<file path="config.mk">
export PLATFORM = sky130hd
export DESIGN_NAME = mbist_ctrl
export DESIGN_NICKNAME = d
export VERILOG_FILES = /design/src/rtl/mbist_pkg.sv /design/src/rtl/mbist_regs.sv /design/src/rtl/mbist_pattern.sv /design/src/rtl/mbist_fsm.sv /design/src/rtl/mbist_ctrl.sv
export SDC_FILE = /design/constraint.sdc
export NUM_CORES = 1
export LEC_CHECK = 0
export BUFFER_PORTS_ARGS = -buffer_cell sky130_fd_sc_hd__buf_2
export CORE_ASPECT_RATIO = 0.9
export CORE_MARGIN = 10
export CORE_UTILIZATION = 50
export DETAILED_ROUTE_END_ITERATION = 8
export PLACE_DENSITY = 0.75
export SYNTH_ARGS = -nofsm -noshare
export SYNTH_HDL_FRONTEND = slang
export SYNTH_SLANG_ARGS = --single-unit
export TNS_END_PERCENT = 1
</file>
<file path="constraint.sdc">
create_clock -name clk -period 2.8 [get_ports clk]
set_clock_uncertainty 0.05 [all_clocks]
set_input_delay 0.42 -clock clk [delete_from_list [all_inputs] [get_ports clk]]
set_output_delay 0.42 -clock clk [all_outputs]
set_load 0.03 [all_outputs]
</file>
<file path="src/rtl/mbist_pkg.sv">
// Package: shared field positions, codes and state type of the memory self-test engine.
// Assumes a 32-bit control word whose bit layout software depends on.
package mbist_pkg;
    localparam int CW       = 32;
    localparam int B_START  = 31;
    localparam int B_FAIL   = 30;
    localparam int B_HALT   = 29;
    localparam int B_ABORT  = 28;
    localparam int ALGO_LO  = 24;
    localparam int ALGO_W   = 3;
    localparam int RANK_LO  = 20;
    localparam int RANK_W   = 2;
    localparam int B_INV    = 19;
    localparam int DT_LO    = 8;
    localparam int CMD_LO   = 4;

    localparam logic [1:0] CMD_NONE = 2'b00;
    localparam logic [1:0] CMD_WR   = 2'b01;
    localparam logic [1:0] CMD_RD   = 2'b10;
    localparam logic [1:0] CMD_WRRD = 2'b11;
    localparam logic [1:0] DT_ROT   = 2'b10;

    localparam logic [1:0] SEL_CTRL = 2'd0;
    localparam logic [1:0] SEL_SEED = 2'd1;
    localparam logic [1:0] SEL_FADR = 2'd2;
    localparam logic [1:0] SEL_FBIT = 2'd3;

    typedef enum logic [2:0] {
        ST_IDLE, ST_ARM, ST_WR, ST_RD, ST_NEXT, ST_DONE
    } eng_state_t;
endpackage

</file>
<file path="src/rtl/mbist_regs.sv">
// Module: mbist_regs
// Holds the control word, the seed and the miscompare capture registers.
// Decodes launch and abort requests. While a run is active it accepts only aborts.
// Assumes DATA_W and ADDR_W are no wider than the 32-bit register port.
module mbist_regs
    import mbist_pkg::*;
#(
    parameter int ADDR_W = 16,
    parameter int DATA_W = 32
) (
    input  logic              clk,
    input  logic              rst_n,
    input  logic              cfg_wr,
    input  logic [1:0]        cfg_addr,
    input  logic [CW-1:0]     cfg_wdata,
    output logic [CW-1:0]     cfg_rdata,
    input  logic              run_done,
    input  logic              run_miscmp,
    input  logic [ADDR_W-1:0] miscmp_addr,
    input  logic [DATA_W-1:0] miscmp_diff,
    output logic              launch,
    output logic              abort_req,
    output logic              busy,
    output logic [1:0]        cmd,
    output logic [1:0]        dtype,
    output logic              invert,
    output logic [RANK_W-1:0] rank,
    output logic              halt,
    output logic [DATA_W-1:0] seed
);
    logic              start_q, fail_q, halt_q, inv_q, cap_taken_q;
    logic [ALGO_W-1:0] algo_q;
    logic [RANK_W-1:0] rank_q;
    logic [1:0]        dt_q, cmd_q;
    logic [DATA_W-1:0] seed_q, cap_diff_q;
    logic [ADDR_W-1:0] cap_addr_q;
    logic              ctrl_wr, idle_ctrl_wr;
    logic              unused_wbits;

    assign ctrl_wr      = cfg_wr && (cfg_addr == SEL_CTRL);
    assign idle_ctrl_wr = ctrl_wr && !start_q;
    assign launch       = idle_ctrl_wr && cfg_wdata[B_START]
                          && (cfg_wdata[ALGO_LO +: ALGO_W] == '0);
    assign abort_req    = ctrl_wr && start_q && cfg_wdata[B_ABORT];
    assign unused_wbits = ^cfg_wdata;

    // Software-owned fields: loaded only by a control write while idle.
    always_ff @(posedge clk) begin
        if (!rst_n) begin
            cmd_q  <= '0;
            dt_q   <= '0;
            inv_q  <= 1'b0;
            rank_q <= '0;
            halt_q <= 1'b0;
            algo_q <= '0;
        end else if (idle_ctrl_wr) begin
            cmd_q  <= cfg_wdata[CMD_LO +: 2];
            dt_q   <= cfg_wdata[DT_LO +: 2];
            inv_q  <= cfg_wdata[B_INV];
            rank_q <= cfg_wdata[RANK_LO +: RANK_W];
            halt_q <= cfg_wdata[B_HALT];
            algo_q <= cfg_wdata[ALGO_LO +: ALGO_W];
        end
    end

    // Start bit: set by a valid launch, cleared by completion or abort.
    always_ff @(posedge clk) begin
        if (!rst_n)                      start_q <= 1'b0;
        else if (launch)                 start_q <= 1'b1;
        else if (abort_req || run_done)  start_q <= 1'b0;
    end

    // Fail bit: set by any miscompare, otherwise written by software while idle.
    always_ff @(posedge clk) begin
        if (!rst_n)            fail_q <= 1'b0;
        else if (run_miscmp)   fail_q <= 1'b1;
        else if (idle_ctrl_wr) fail_q <= cfg_wdata[B_FAIL];
    end

    // Seed register: writable only while idle.
    always_ff @(posedge clk) begin
        if (!rst_n)                                            seed_q <= '0;
        else if (cfg_wr && cfg_addr == SEL_SEED && !start_q)   seed_q <= cfg_wdata[DATA_W-1:0];
    end

    // Capture of the first miscompare of a run; cleared at launch.
    always_ff @(posedge clk) begin
        if (!rst_n || launch) begin
            cap_addr_q  <= '0;
            cap_diff_q  <= '0;
            cap_taken_q <= 1'b0;
        end else if (run_miscmp && !cap_taken_q) begin
            cap_addr_q  <= miscmp_addr;
            cap_diff_q  <= miscmp_diff;
            cap_taken_q <= 1'b1;
        end
    end

    // Read mux: control word carries hardware status; abort always reads 0.
    always_comb begin
        cfg_rdata = '0;
        unique case (cfg_addr)
            SEL_CTRL: begin
                cfg_rdata[B_START]              = start_q;
                cfg_rdata[B_FAIL]               = fail_q;
                cfg_rdata[B_HALT]               = halt_q;
                cfg_rdata[ALGO_LO +: ALGO_W]    = algo_q;
                cfg_rdata[RANK_LO +: RANK_W]    = rank_q;
                cfg_rdata[B_INV]                = inv_q;
                cfg_rdata[DT_LO +: 2]           = dt_q;
                cfg_rdata[CMD_LO +: 2]          = cmd_q;
            end
            SEL_SEED: cfg_rdata = CW'(seed_q);
            SEL_FADR: cfg_rdata = CW'(cap_addr_q);
            default:  cfg_rdata = CW'(cap_diff_q);
        endcase
    end

    assign busy   = start_q;
    assign cmd    = cmd_q;
    assign dtype  = dt_q;
    assign invert = inv_q;
    assign rank   = rank_q;
    assign halt   = halt_q;
    assign seed   = seed_q;

    AST_LAUNCH_NEEDS_ALGO_ZERO: assert property (@(posedge clk) disable iff (!rst_n)
        $rose(start_q) |-> $past(ctrl_wr && cfg_wdata[ALGO_LO +: ALGO_W] == '0));
    AST_DONE_CLEARS_START: assert property (@(posedge clk) disable iff (!rst_n)
        run_done |=> !start_q);
    AST_FAIL_SW_CLEAR_ONLY: assert property (@(posedge clk) disable iff (!rst_n)
        $fell(fail_q) |-> $past(ctrl_wr && !start_q));
    AST_ABORT_STOPS_RUN: assert property (@(posedge clk) disable iff (!rst_n)
        abort_req |=> !start_q);
endmodule

</file>
<file path="src/rtl/mbist_pattern.sv">
// Module: mbist_pattern
// Test data generator: loads the seed for the first address and optionally rotates
// it left one bit per address step. The output is complemented when invert is set.
// Assumes load and step are never asserted together.
module mbist_pattern #(
    parameter int DATA_W = 32
) (
    input  logic              clk,
    input  logic              rst_n,
    input  logic              load,
    input  logic              step,
    input  logic              rotate,
    input  logic              invert,
    input  logic [DATA_W-1:0] seed,
    output logic [DATA_W-1:0] data
);
    logic [DATA_W-1:0] pat_q;

    // Pattern register: seed on load, left rotation on a step when enabled.
    always_ff @(posedge clk) begin
        if (!rst_n)               pat_q <= '0;
        else if (load)            pat_q <= seed;
        else if (step && rotate)  pat_q <= {pat_q[DATA_W-2:0], pat_q[DATA_W-1]};
    end

    assign data = invert ? ~pat_q : pat_q;

    AST_ROTATE_KEEPS_WEIGHT: assert property (@(posedge clk) disable iff (!rst_n)
        step && rotate && !load |=> $countones(pat_q) == $countones($past(pat_q)));
endmodule

</file>
<file path="src/rtl/mbist_fsm.sv">
// Module: mbist_fsm
// Sequencing state machine: restarts the address sequencer, issues write and/or read
// requests per address, flags miscompares, and ends on the last address, on halt or on abort.
// Assumes the sequencer presents a new address the cycle after seq_start or seq_step.
module mbist_fsm
    import mbist_pkg::*;
(
    input  logic       clk,
    input  logic       rst_n,
    input  logic       launch,
    input  logic       abort_req,
    input  logic [1:0] cmd,
    input  logic       halt,
    input  logic       seq_last,
    input  logic       mem_ack,
    input  logic       mismatch,
    output logic       seq_start,
    output logic       seq_step,
    output logic       mem_req,
    output logic       mem_we,
    output logic       pat_load,
    output logic       pat_step,
    output logic       run_done,
    output logic       run_miscmp
);
    eng_state_t state_q, state_d;
    eng_state_t first_op;

    assign first_op = cmd[0] ? ST_WR : ST_RD;

    // Next-state logic for the per-address access sequence.
    always_comb begin
        state_d = state_q;
        unique case (state_q)
            ST_IDLE: if (launch) state_d = ST_ARM;
            ST_ARM:  state_d = (cmd == CMD_NONE) ? ST_DONE : first_op;
            ST_WR:   if (mem_ack) state_d = (cmd == CMD_WRRD) ? ST_RD : ST_NEXT;
            ST_RD:   if (mem_ack) state_d = (mismatch && halt) ? ST_DONE : ST_NEXT;
            ST_NEXT: state_d = seq_last ? ST_DONE : first_op;
            default: state_d = ST_IDLE;
        endcase
        if (abort_req) state_d = ST_IDLE;
    end

    // State register.
    always_ff @(posedge clk) begin
        if (!rst_n) state_q <= ST_IDLE;
        else        state_q <= state_d;
    end

    assign seq_start  = (state_q == ST_ARM);
    assign pat_load   = (state_q == ST_ARM);
    assign seq_step   = (state_q == ST_NEXT) && !seq_last && !abort_req;
    assign pat_step   = seq_step;
    assign mem_req    = ((state_q == ST_WR) || (state_q == ST_RD)) && !abort_req;
    assign mem_we     = (state_q == ST_WR);
    assign run_done   = (state_q == ST_DONE);
    assign run_miscmp = (state_q == ST_RD) && mem_ack && mismatch && !abort_req;

    AST_HALT_ENDS_RUN: assert property (@(posedge clk) disable iff (!rst_n)
        run_miscmp && halt |=> state_q == ST_DONE);
    AST_NO_REQ_AFTER_ABORT: assert property (@(posedge clk) disable iff (!rst_n)
        abort_req |=> !mem_req);
endmodule

</file>
<file path="src/rtl/mbist_ctrl.sv">
// Module: mbist_ctrl (top)
// Memory self-test control engine: register block, pattern generator and sequencing
// state machine, plus the data compare and rank chip-select decode.
// Assumes an external address sequencer and a request/acknowledge memory port.
module mbist_ctrl
    import mbist_pkg::*;
#(
    parameter int ADDR_W = 16,
    parameter int DATA_W = 32
) (
    input  logic                  clk,
    input  logic                  rst_n,
    input  logic                  cfg_wr,
    input  logic [1:0]            cfg_addr,
    input  logic [31:0]           cfg_wdata,
    output logic [31:0]           cfg_rdata,
    output logic                  seq_start,
    output logic                  seq_step,
    input  logic [ADDR_W-1:0]     seq_addr,
    input  logic                  seq_last,
    output logic                  mem_req,
    output logic                  mem_we,
    output logic [ADDR_W-1:0]     mem_addr,
    output logic [DATA_W-1:0]     mem_wdata,
    output logic [3:0]            mem_cs,
    input  logic                  mem_ack,
    input  logic [DATA_W-1:0]     mem_rdata
);
    localparam int NUM_CS = 1 << RANK_W;

    logic              launch, abort_req, busy, invert, halt;
    logic              run_done, run_miscmp, pat_load, pat_step, mismatch;
    logic [1:0]        cmd, dtype;
    logic [RANK_W-1:0] rank;
    logic [DATA_W-1:0] seed, pat_data, diff;

    mbist_regs #(.ADDR_W(ADDR_W), .DATA_W(DATA_W)) u_regs (
        .clk, .rst_n, .cfg_wr, .cfg_addr, .cfg_wdata, .cfg_rdata,
        .run_done, .run_miscmp, .miscmp_addr(seq_addr), .miscmp_diff(diff),
        .launch, .abort_req, .busy, .cmd, .dtype, .invert, .rank, .halt, .seed
    );

    mbist_pattern #(.DATA_W(DATA_W)) u_pat (
        .clk, .rst_n, .load(pat_load), .step(pat_step),
        .rotate(dtype == DT_ROT), .invert, .seed, .data(pat_data)
    );

    mbist_fsm u_fsm (
        .clk, .rst_n, .launch, .abort_req, .cmd, .halt, .seq_last, .mem_ack,
        .mismatch, .seq_start, .seq_step, .mem_req, .mem_we,
        .pat_load, .pat_step, .run_done, .run_miscmp
    );

    assign diff      = mem_rdata ^ pat_data;
    assign mismatch  = |diff;
    assign mem_addr  = seq_addr;
    assign mem_wdata = pat_data;

    // One chip-select line per rank, driven only while a run is active.
    for (genvar i = 0; i < NUM_CS; i++) begin : g_cs
        assign mem_cs[i] = busy && (rank == RANK_W'(i));
    end

    AST_CS_STABLE_IN_RUN: assert property (@(posedge clk) disable iff (!rst_n)
        busy && $past(busy) |-> $stable(mem_cs));
    AST_REQ_HELD_UNTIL_ACK: assert property (@(posedge clk) disable iff (!rst_n)
        mem_req && !mem_ack && !abort_req |=> mem_req && $stable(mem_we)
            && $stable(mem_addr) && $stable(mem_wdata));
endmodule

</file>
==> flow_summary_export.csv <==
group,metric,value,unit
sta,max_freq,396.8,MHz
route,ant_nets,0,
die,core_area,14060,µm²
clocking,cts_buffers,17,
route,vias,6450,
min_path,worstHoldPathType,"in -> reg",
route,route.detailed.drc,0,
synth,yosys_most_used_dff,"dfxtp_1",
route,vias_per_cell,5.448,
synth,synthArstFlopShare,0,%
grt,antenna_found_initial,2,
pwr,ir_drop,0.4242,mV
worst_setup_path,criticalPathCategory,"reg -> out",
worst_setup_path,critPathRequiredTime,2.33,ns
synth,synthesis.nets,927,
clocking,cts.hold.buffers_added,0,
route,first_iter_violations,610,
final_layout,syn2layout_area_growth,21.28,%
worst_setup_path,critPathSlowestCell,"dfxtp_1",
sta,setup_violations,0,
clocking,postCtsSetupRepairBufs,0,
pwr,leakagePower,0.004140,µW
synth,synth_cell_type_count,43,
synth,synthCells,840,
final_layout,final_cell_mix,"nand2_1, buf_2, dfxtp_1",
synth,synth-seq-area-share,35.86,%
sta,hold_violations,0,
clocking,htree_levels,4,
grt,grt_use_total,21.78,%
clocking,clockBufferDepth,2,
worst_setup_path,crit_chain,"nor2b_1, nor2b_4, buf_4, buf_2",
synth,synth_area,7202,µm²
clocking,clk_pin_slew,0.06,ns
die,die_h,133.9,µm
worst_setup_path,crit_path_start_kind,"register",
final_layout,nNetsFinal,1065,
sta,fin_crit_sh,90.00,%
die,pin_count,175,
sta,slew_violations,0,
final_layout,utilization,62.14,%
die,die_x,146.5,µm
worst_setup_path,critPathMaxStageDelay,0.48,ns
route,routedWlPerCell,18.52,µm
synth,syn_area_per_cell,8.574,µm²
sta,final.min_clock_period,2.520,ns
worst_setup_path,critPathCaptureType,"output pin",
clocking,clk_latency,0.43,ns
run,maxCapViolCount,0,
route,wirelength,21930,µm
clocking,ctsResizeCount,0,
worst_setup_path,crit_buf_inv,2,
grt,grt_max_degree,56,
die,rows,41,
place,globalplace.congestion,0.8364,
synth,ys_warn_count,0,
sta,tightestPinTransition,1.171,ns
place,dp_hpwl,15550,µm
sta,relSlewSlack,21.80,%
sta,rsz0062_at_grt,"false",
route,drt_pre_antenna_iters,5,
run_status,status,"complete, no violations",
clocking,cts_root_buf,"clkbuf_16",
place,io_buffers,174,
worst_setup_path,cp.arrival,2.05,ns
worst_setup_path,cp_max_fo,17,
grt,grt_pass1_vias,6386,
sta,tns,0,ns
worst_setup_path,path_delay_family,"buffers and inverters",
grt,grt_overflow,0,
clocking,cts_tree,"yes",
clocking,cts.sinks,129,
grt,grt_pass1_wl,34170,µm
die,initial_core_util,51.24,%
die,die_area,19610,µm²
synth,synth-edff-count,0,
final_layout,layout_commonest_cell,"nand2_1",
final_layout,drive_gt1_share,26.16,%
pwr,power_density,521.3,nW/µm²
synth,ys_ff_latch,129,
-- state kept, by name, summed over array words and instances, names as in the netlist --
signal / cells
u_regs.cap_addr_q: 16
u_regs.rank: 2
u_regs.cap_taken_q: 1
u_regs.dtype: 2
u_regs.seed: 32
u_fsm.state_q: 3
u_regs.cap_diff_q: 32
u_regs.fail_q: 1
u_regs.invert: 1
u_regs.halt: 1
u_regs.algo_q: 3
u_pat.pat_q: 32
u_regs.cmd: 2
u_regs.busy: 1
-- where the power goes --
group | leakage, µW | internal [µW] | switching (µW) | total, µW
clock network | 0.000286 | 1350 | 790 | 2140
registers | 0.00104 | 1860 | 25.7 | 1890
logic | 0.00281 | 183 | 342 | 525
-- final cells by class --
type / instances / area [µm²]
Inverter: 7 / 26.28
Sequential cell: 129 / 2584
Antenna cell: 1 / 2.502
Fill cell: 1239 / 5321
Multi-Input combinational cell: 625 / 4235
Tap cell: 193 / 241.5
Clock inverter: 5 / 50.05
Clock buffer: 26 / 519.2
Timing Repair Buffer: 198 / 1076
-- final timing paths --
check                         from                    end  slack [ns]  cells after the start
max               u_fsm.state_q[0]              seq_start        0.28                      4
min                   cfg_wdata[1]         u_regs.seed[1]        0.18                      3
max reg2reg        u_pat.pat_q[28]  u_regs.cap_diff_q[25]        0.42                      8
min reg2reg  u_regs.cap_addr_q[14]  u_regs.cap_addr_q[14]        0.41                      2
-- cells by family (layout without fill, tap and decap cells) --
logic type | after synthesis | count (layout) | synth area share (%)
AO/OA/AOI/OAI | 124 | 124 | 12.58
XOR/XNOR | 96 | 96 | 11.67
buffers and inverters | 86 | 236 | 5.924
flip-flops | 129 | 129 | 35.86
multiplexers | 112 | 112 | 16.63
other | 0 | 1 | 0
AND/OR/NAND/NOR | 293 | 293 | 17.34
-- worst reg2reg max path, cell delays in order (launching register included) --
cell and delay, ns:
dfxtp_1 0.41, xor2_1 0.30, nand2_1 0.09, nor4_1 0.20, o2111ai_1 0.18, nor4_2 0.50
nor4_4 0.11, buf_4 0.25, mux2i_1 0.16
-- Yosys cell counts, types with 5 or more instances --
cell type / count / area (µm²)
a21boi_0: 8 / 60.06
a21oi_1: 48 / 240.2
a22o_1: 21 / 183.9
buf_2: 17 / 85.08
buf_4: 16 / 120.1
clkbuf_1: 42 / 157.7
dfxtp_1: 129 / 2582
inv_1: 6 / 22.52
mux2_2: 21 / 236.5
mux2i_1: 87 / 870.8
nand2_1: 226 / 848.3
nand4_1: 7 / 43.79
nor2_1: 20 / 75.07
nor2b_1: 11 / 68.82
nor3_1: 5 / 25.02
nor4_1: 6 / 37.54
o211a_1: 30 / 300.3
o21ai_0: 5 / 25.02
xnor2_1: 12 / 105.1
xor2_1: 84 / 735.7
-- per-stage QoR --
step	hold slack, ns	cells	setup slack, ns	cell area (µm²)	total power [µW]
after floorplan	0.3813	840	0.3425	7202	2250
after global placement	0.3877	1152	0.3370	8163	2441
after detailed placement	0.3967	1152	0.2729	8163	2446
after CTS	0.1731	1183	0.3019	8732	4569
after global routing	0.1821	1183	0.1314	8732	4698
final	0.1799	1184	0.2800	8735	4553
-- layer usage --
metal | track usage (%) | up-vias | share of wire, % | wire, µm
li1 | - | 3115 | - | -
met5 | 0 | - | 0.091 | 20
met3 | 6.523 | 35 | 7.5 | 1646
met1 | 26.99 | 3045 | 44 | 9555
met2 | 35.66 | 253 | 47 | 10320
met4 | 6.722 | 2 | 1.7 | 382
No activity file was read; power rests on OpenSTA's default activity.
